### src/rtl/tmr_pkg.sv
package tmr_pkg;
  localparam int NCH    = 3;
  localparam int CNT_W  = 32;
  localparam int NBYTE  = CNT_W / 8;
  localparam int SHW    = 4 * NCH;          // shared word width
  localparam int DIRB   = 3 * NCH;          // first direction bit
  localparam logic [31:0] REV_ID = 32'h0001_0801;

  typedef enum logic [2:0] {
    KIND_NONE,
    KIND_CHAN,
    KIND_CTRL,
    KIND_STAT,
    KIND_MASK,
    KIND_REV
  } regKind_e;

  typedef struct packed {
    regKind_e    kind;
    logic [1:0]  chan;
    logic [1:0]  field;
    logic [1:0]  byteIdx;
    logic        wr;
  } busStrobe_t;
endpackage

### src/rtl/tmr_busdecode.sv
module tmr_busdecode
  import tmr_pkg::*;
#(
  parameter int CHANS = NCH
) (
  input  logic [5:0]  busAddr,
  input  logic        busWrEn,
  output busStrobe_t  strobe
);
  localparam logic [1:0] LAST_CH = 2'(CHANS - 1);

  always_comb begin
    strobe.chan    = busAddr[5:4];
    strobe.field   = busAddr[3:2];
    strobe.byteIdx = busAddr[1:0];
    strobe.wr      = busWrEn;
    if (busAddr[5:4] <= LAST_CH) begin
      strobe.kind = KIND_CHAN;
    end else begin
      unique case (busAddr[3:2])
        2'd0:    strobe.kind = KIND_CTRL;
        2'd1:    strobe.kind = KIND_STAT;
        2'd2:    strobe.kind = KIND_MASK;
        default: strobe.kind = KIND_REV;
      endcase
    end
  end
endmodule

### src/rtl/tmr_channel.sv
module tmr_channel #(
  parameter  int CNT_W = 32,
  localparam int NB    = CNT_W / 8
) (
  input  logic             clk,
  input  logic             rstN,
  input  logic             runEn,
  input  logic             slowSel,
  input  logic             countUp,
  input  logic             zeroIrqEn,
  input  logic             slowTick,
  input  logic [1:0]       wrField,
  input  logic [NB-1:0]    wrBytes,
  input  logic [7:0]       wrData,
  output logic [CNT_W-1:0] cntQ,
  output logic [CNT_W-1:0] relQ,
  output logic [CNT_W-1:0] m1Q,
  output logic [CNT_W-1:0] m2Q,
  output logic             hitM1,
  output logic             hitM2,
  output logic             hitOvf
);
  logic [CNT_W-1:0] cfgQ [1:3];
  logic [CNT_W-1:0] nextCnt;
  logic             tickOk, stepping, atZero, cntWr;

  function automatic logic [CNT_W-1:0] mergeBytes(
    input logic [CNT_W-1:0] old, input logic [NB-1:0] sel, input logic [7:0] d);
    logic [CNT_W-1:0] r;
    r = old;
    for (int b = 0; b < NB; b++) begin
      if (sel[b]) r[b*8 +: 8] = d;
    end
    return r;
  endfunction

  assign tickOk   = runEn & (slowSel ? slowTick : 1'b1);
  assign cntWr    = (wrField == 2'd0) && (|wrBytes);
  assign stepping = tickOk & ~cntWr;
  assign atZero   = (cntQ == '0);
  assign nextCnt  = atZero ? relQ : (countUp ? cntQ + 1'b1 : cntQ - 1'b1);

  always_ff @(posedge clk or negedge rstN) begin
    if (!rstN)         cntQ <= '0;
    else if (cntWr)    cntQ <= mergeBytes(cntQ, wrBytes, wrData);
    else if (stepping) cntQ <= nextCnt;
  end

  for (genvar f = 1; f <= 3; f++) begin : g_cfg
    always_ff @(posedge clk or negedge rstN) begin
      if (!rstN) cfgQ[f] <= '0;
      else if (wrField == 2'(f) && (|wrBytes))
        cfgQ[f] <= mergeBytes(cfgQ[f], wrBytes, wrData);
    end
  end

  assign relQ   = cfgQ[1];
  assign m1Q    = cfgQ[2];
  assign m2Q    = cfgQ[3];
  assign hitM1  = stepping && (nextCnt == m1Q);
  assign hitM2  = stepping && (nextCnt == m2Q);
  assign hitOvf = stepping && atZero && zeroIrqEn;
endmodule

### src/rtl/tmr_datapath.sv
module tmr_datapath
  import tmr_pkg::*;
(
  input  logic                      clk,
  input  logic                      rstN,
  input  busStrobe_t                strobe,
  input  logic [7:0]                wrData,
  input  logic                      slowTick,
  output logic [7:0]                rdData,
  output logic                      irq,
  output logic [SHW-1:0]            ctrlQ,
  output logic [SHW-1:0]            statQ,
  output logic [SHW-1:0]            maskQ,
  output logic [NCH-1:0][CNT_W-1:0] cntAll,
  output logic [NCH-1:0][CNT_W-1:0] relAll
);
  logic [NCH-1:0][CNT_W-1:0] m1All, m2All;
  logic [NCH-1:0]            hitM1, hitM2, hitOvf;
  logic [SHW-1:0]            statSet, statClr;

  function automatic logic [SHW-1:0] putByte(
    input logic [SHW-1:0] old, input logic [1:0] idx, input logic [7:0] d);
    logic [31:0] t;
    t = 32'(old);
    t[idx*8 +: 8] = d;
    return t[SHW-1:0];
  endfunction

  for (genvar i = 0; i < NCH; i++) begin : g_ch
    logic [NBYTE-1:0] wrBytes;
    assign wrBytes = (strobe.wr && strobe.kind == KIND_CHAN && strobe.chan == 2'(i))
                     ? NBYTE'(1) << strobe.byteIdx : '0;
    tmr_channel #(.CNT_W(CNT_W)) u_ch (
      .clk(clk), .rstN(rstN),
      .runEn(ctrlQ[3*i]), .slowSel(ctrlQ[3*i+1]),
      .countUp(ctrlQ[DIRB+i]), .zeroIrqEn(ctrlQ[3*i+2]),
      .slowTick(slowTick),
      .wrField(strobe.field), .wrBytes(wrBytes), .wrData(wrData),
      .cntQ(cntAll[i]), .relQ(relAll[i]), .m1Q(m1All[i]), .m2Q(m2All[i]),
      .hitM1(hitM1[i]), .hitM2(hitM2[i]), .hitOvf(hitOvf[i])
    );
    assign statSet[3*i]   = hitM1[i];
    assign statSet[3*i+1] = hitM2[i];
    assign statSet[3*i+2] = hitOvf[i];
  end
  assign statSet[SHW-1:DIRB] = '0;

  always_comb begin
    logic [31:0] wide;
    wide    = 32'(wrData) << {strobe.byteIdx, 3'b000};
    statClr = (strobe.wr && strobe.kind == KIND_STAT) ? wide[SHW-1:0] : '0;
  end

  always_ff @(posedge clk or negedge rstN) begin
    if (!rstN) begin
      ctrlQ <= '0;
      statQ <= '0;
      maskQ <= '0;
    end else begin
      statQ <= (statQ & ~statClr) | statSet;
      if (strobe.wr && strobe.kind == KIND_CTRL)
        ctrlQ <= putByte(ctrlQ, strobe.byteIdx, wrData);
      if (strobe.wr && strobe.kind == KIND_MASK)
        maskQ <= putByte(maskQ, strobe.byteIdx, wrData);
    end
  end

  always_comb begin
    logic [31:0] word;
    word = '0;
    unique case (strobe.kind)
      KIND_CHAN: begin
        for (int i = 0; i < NCH; i++) begin
          if (strobe.chan == 2'(i)) begin
            unique case (strobe.field)
              2'd0:    word = cntAll[i];
              2'd1:    word = relAll[i];
              2'd2:    word = m1All[i];
              default: word = m2All[i];
            endcase
          end
        end
      end
      KIND_CTRL: word = 32'(ctrlQ);
      KIND_STAT: word = 32'(statQ);
      KIND_MASK: word = 32'(maskQ);
      KIND_REV:  word = REV_ID;
      default:   word = '0;
    endcase
    rdData = word[{strobe.byteIdx, 3'b000} +: 8];
  end

  assign irq = |statQ;
endmodule

### src/rtl/triple_interval_timer.sv
module triple_interval_timer
  import tmr_pkg::*;
(
  input  logic       clk,
  input  logic       rstN,
  input  logic [5:0] busAddr,
  input  logic       busWrEn,
  input  logic [7:0] busWrData,
  output logic [7:0] busRdData,
  input  logic       slowTick,
  output logic       irq
);
  busStrobe_t                strobe;
  logic [SHW-1:0]            ctrlQ, statQ, maskQ;
  logic [NCH-1:0][CNT_W-1:0] cntAll, relAll;

  tmr_busdecode #(.CHANS(NCH)) u_dec (
    .busAddr(busAddr), .busWrEn(busWrEn), .strobe(strobe)
  );

  tmr_datapath u_dp (
    .clk(clk), .rstN(rstN), .strobe(strobe), .wrData(busWrData),
    .slowTick(slowTick), .rdData(busRdData), .irq(irq),
    .ctrlQ(ctrlQ), .statQ(statQ), .maskQ(maskQ),
    .cntAll(cntAll), .relAll(relAll)
  );
endmodule

### config.mk
export PLATFORM = sky130hd
export DESIGN_NAME = triple_interval_timer
export DESIGN_NICKNAME = d
export VERILOG_FILES = /design/src/rtl/tmr_pkg.sv /design/src/rtl/tmr_busdecode.sv /design/src/rtl/tmr_channel.sv /design/src/rtl/tmr_datapath.sv /design/src/rtl/triple_interval_timer.sv
export SDC_FILE = /design/constraint.sdc
export NUM_CORES = 1
export LEC_CHECK = 0
export ABC_AREA = 1
export BUFFER_PORTS_ARGS = -buffer_cell sky130_fd_sc_hd__buf_4
export CELL_PAD_IN_SITES_DETAIL_PLACEMENT = 1
export CELL_PAD_IN_SITES_GLOBAL_PLACEMENT = 2
export CORE_MARGIN = 2
export CORE_UTILIZATION = 32
export CTS_BUF_LIST = sky130_fd_sc_hd__clkbuf_4 sky130_fd_sc_hd__clkbuf_8 sky130_fd_sc_hd__clkbuf_16
export DETAILED_ROUTE_END_ITERATION = 7
export GPL_TIMING_DRIVEN = 0
export HOLD_SLACK_MARGIN = 0.12
export PLACE_DENSITY_LB_ADDON = 0.1
export SETUP_SLACK_MARGIN = 0.05
export SYNTH_ARGS = -nofsm -noshare
export SYNTH_HDL_FRONTEND = slang
export SYNTH_HIERARCHICAL = 1
export SYNTH_SLANG_ARGS = --single-unit
### constraint.sdc
create_clock -name clk -period 2.8 [get_ports clk]
set_input_delay 0.7 -clock clk [delete_from_list [all_inputs] [get_ports clk]]
set_output_delay 0.7 -clock clk [all_outputs]
set_load 0.01 [all_outputs]
==> summary.txt <==
Run status
  – Status: complete, but fails checks
  – Failing checks: negative setup slack

Setup path
  – Worst setup SP type: input port
  – R2r setup slk: -0.54 ns
  – Number of cells on the worst reg-to-reg path: 20
  – CP Max Fanout: 5
  – Worst R2R End: u_dp/statQ[1]
  – Worst r2r src: u_dp/ctrlQ[9]
  – CP Class: input port to primary output
  – Worst EP arrival: 2.81 ns
  – Critical path data required time: 2.10 ns
  – Crit end category: primary output

Synthesis
  – Warnings, synthesis: 6
  – Synth area leaders: dfrtp_1 (32%), nand2_1 (23%), nand3_1 (7.7%), inv_1 (6.8%), o21ai_0 (5.9%)
  – Post-Synthesis Net Count: 5430
  – Seq cells post-synth: 420
  – Syn Area/Cell: 6.190 sq um
  – Cell type with the largest total area after synthesis: dfrtp_1
  – Post-synth EDFFs: 0
  – Async set-reset flop share out of synthesis: 100.0%
  – Post-synthesis sequential area ratio: 31.95%
  – Synth cell types: 51
  – Post-Syn Area: 32900 sq um
  – Yosys top cell area share: 31.95%
  – Syn Inst Count: 5315
  – Top_reg_cell synth: dfrtp_1

Floorplanning
  – # rows: 117
  – Core area: 101900 sq um
  – Die extent in x: 324.6 um
  – I/O pins: 27
  – Die height: 324.6 um
  – DIE AREA: 105400 sq um
  – Initial core utilization: 32.29%

STA
  – RSZ-0062 raised after global routing: yes
  – Worst hold margin: 0.5031 ns
  – Worst setup margin: -0.7094 ns
  – Final number of setup-violating endpoints: 77
  – Worst-margin pin slew: 1.031 ns
  – Clock skew: 0.02083 ns
  – Crit path time final: 3.509 ns
  – Rel. slew slack: 31.28%
  – Fin. Hold Viols: 0
  – Final period utilization: 125.3%
  – Peak Freq: 285.0 MHz
  – Pins Over Slew Limit: 0

Global route
  – Vias in the first global route: 37535
  – First-pass GRT wire length: 263100 um
  – Antenna violations before repair: 3
  – Global route overflow: 0
  – Largest net degree at the start of global routing: 108
  – GRT Total Usage: 33.85%

Placed design
  – Dpl hpwl: 142200 um
  – Placer Congestion: 1.016
  – IO buf count: 23
  – DP Worst Slack: -2.009 ns

Final layout
  – Most frequent cells in the layout: nand2_1 (1695), inv_1 (543), nand3_1 (418)
  – Most common cell after layout, fill and taps aside: nand2_1
  – Filler instances: 12963
  – Nets: 5730
  – Area delta synth->final: 34.13%
  – Fraction of layout cells with a size suffix above 1: 24.26%
  – N_diodes: 0

Detailed routing
  – Avg WL per Cell: 26.42 um
  – Post-route DRC: 0
  – ANT nets after route: 0
  – Vias: 38325
  – Final wirelength: 185700 um
  – DR vias/cell: 5.454
  – DRT Pass-1 Iters: 6
  – Initial DRC Count: 3203

CTS
  – Worst-path clk slew: 0.06 ns
  – TritonCTS clock tree: built
  – H-tree depth: 2
  – CTS Buffer Depth: 3
  – Clock Latency Late Sink: 0.64 ns
  – Clk sinks: 420
  – Clk Tree Root Cell: clkbuf_16
  – Cts bufs inserted: 54

Worst hold path
  – Hold Path Class: input port to flop
  – Hold path depth: 3
  – Hold endpoint: u_dp/statQ[7]
  – Worst hold start: busWrData[7]

Run
  – Max-Cap Viols: 0

Power and ir drop
  – Pwr dens: 768.3 nW/um^2
  – Leakage: 21.13 nW
  – Maximum VDD drop: 0.4745 mV
  – PnR Total Power: 33.90 mW
synth_stat cells, types with 7 or more instances:
library cell  count
a21oi_1         110
a21oi_2           7
a31oi_1          99
buf_2            63
buf_4            18
buf_6            17
clkbuf_1         74
dfrtp_1         420
ha_1             94
inv_1           593
inv_2             7
nand2_1        2010
nand2_2          36
nand3_1         509
nand3_2          19
nand3b_1         63
nand4_1          69
nor2_1          506
nor2_2           15
nor3_1           28
o211ai_1          9
o21ai_0         386
o21ai_1           7
o21bai_1         18
or2_0             9
or2_1            30
or2_2            20
xnor2_1          11
xor2_1           10
power breakdown:
part           total [mW]  switching [mW]  internal, mW
registers            8.13            1.42          6.70
clock network        7.63            3.06          4.57
logic                18.1            11.4          6.73
total                33.9            15.9          18.0
per-layer routing:
metal | part of all wire [%] | track usage [%]
met1 | 43 | 44.72
met2 | 47 | 55.57
met3 | 5.7 | 4.708
met4 | 4.7 | 13.68
met5 | 0.021 | 0
worst max-delay path, cell delays in order:
cell	delay (ns)
buf_4	0.15
buf_6	0.12
buf_12	0.13
buf_4	0.14
nor2_4	0.21
buf_4	0.19
nand2_1	0.06
inv_1	0.04
nand3_1	0.27
nand3_1	0.21
nand2_2	0.09
nand2_1	0.08
nand2_1	0.06
nand2_2	0.12
nand2_2	0.09
buf_6	0.14
through the flow:
step                      util (%)  instances  area, sq um  setup TNS (ns)
after detailed placement     34.51       6710        35160         -347.31
final                        43.31       7027        44130          -12.36
after CTS                    40.07       6927        40820          -10.88
after global placement       34.39       6706        35040        -1919.26
after global routing         43.31       7027        44130          -22.57
after floorplan                  -       5315        33160         -0.1556
what timing repair did:
action / in CTS / in global routing
pin swaps: 129 / 253
gates resized for setup: 674 / 641
buffers inserted: 111 / 100
gates cloned: 6 / 6
setup endpoints to repair: 371 / 395
hold buffers: 1 / 0
hold endpoints to repair: 65 / 0
sequential cells by signal (all words and copies together) (netlist names):
| signal | flops |
|---|---|
| u_dp/statQ | 12 |
| u_dp/g_ch.u_ch/m1Q | 96 |
| u_dp/g_ch.u_ch/m2Q | 96 |
| u_dp/ctrlQ | 12 |
| u_dp/maskQ | 12 |
| u_dp/g_ch.u_ch/cntQ | 96 |
| u_dp/g_ch.u_ch/relQ | 96 |
layout make-up:
type | count | area (sq um) | share of cell area (%)
buffer | 170 | 1518 | 3.439
clock buffer | 78 | 1625 | 3.683
clock inverter | 22 | 285.3 | 0.6464
inverter | 603 | 2370 | 5.370
multi-input combinational | 4117 | 23620 | 53.51
sequential | 420 | 10520 | 23.84
tap | 1368 | 1712 | 3.879
timing repair buffer | 246 | 2462 | 5.580
timing repair inverter | 3 | 22.52 | 0.05103
worst max-delay path by stage:
stage                        from                         to  slack [ns]  cells past startpoint
detailed placement  u_dp/ctrlQ[9]              u_dp/statQ[1]       -2.01                     19
CTS                    busAddr[2]               busRdData[6]       -0.71                     14
global placement             rstN  u_dp/g_ch[0].u_ch/cntQ[3]       -3.83                      1
global route           busAddr[4]               busRdData[6]       -0.78                     16
finish                 busAddr[4]               busRdData[5]       -0.71                     16
floorplan           u_dp/ctrlQ[9]              u_dp/statQ[0]       -0.05                     17
logic make-up (layout without fill, tap and decap cells):
logic type / Yosys count / after routing / synth area share [%]
XOR/XNOR: 21 / 21 / 0.5590
flip-flops: 420 / 420 / 31.95
multiplexers: 3 / 3 / 0.1027
AO/OA/AOI/OAI: 654 / 654 / 10.75
buffers and inverters: 778 / 1122 / 9.709
AND/OR/NAND/NOR: 3342 / 3342 / 43.18
adder cells (fa/ha/maj): 97 / 97 / 3.757
Note: power is estimated with default switching activity, not from simulation.
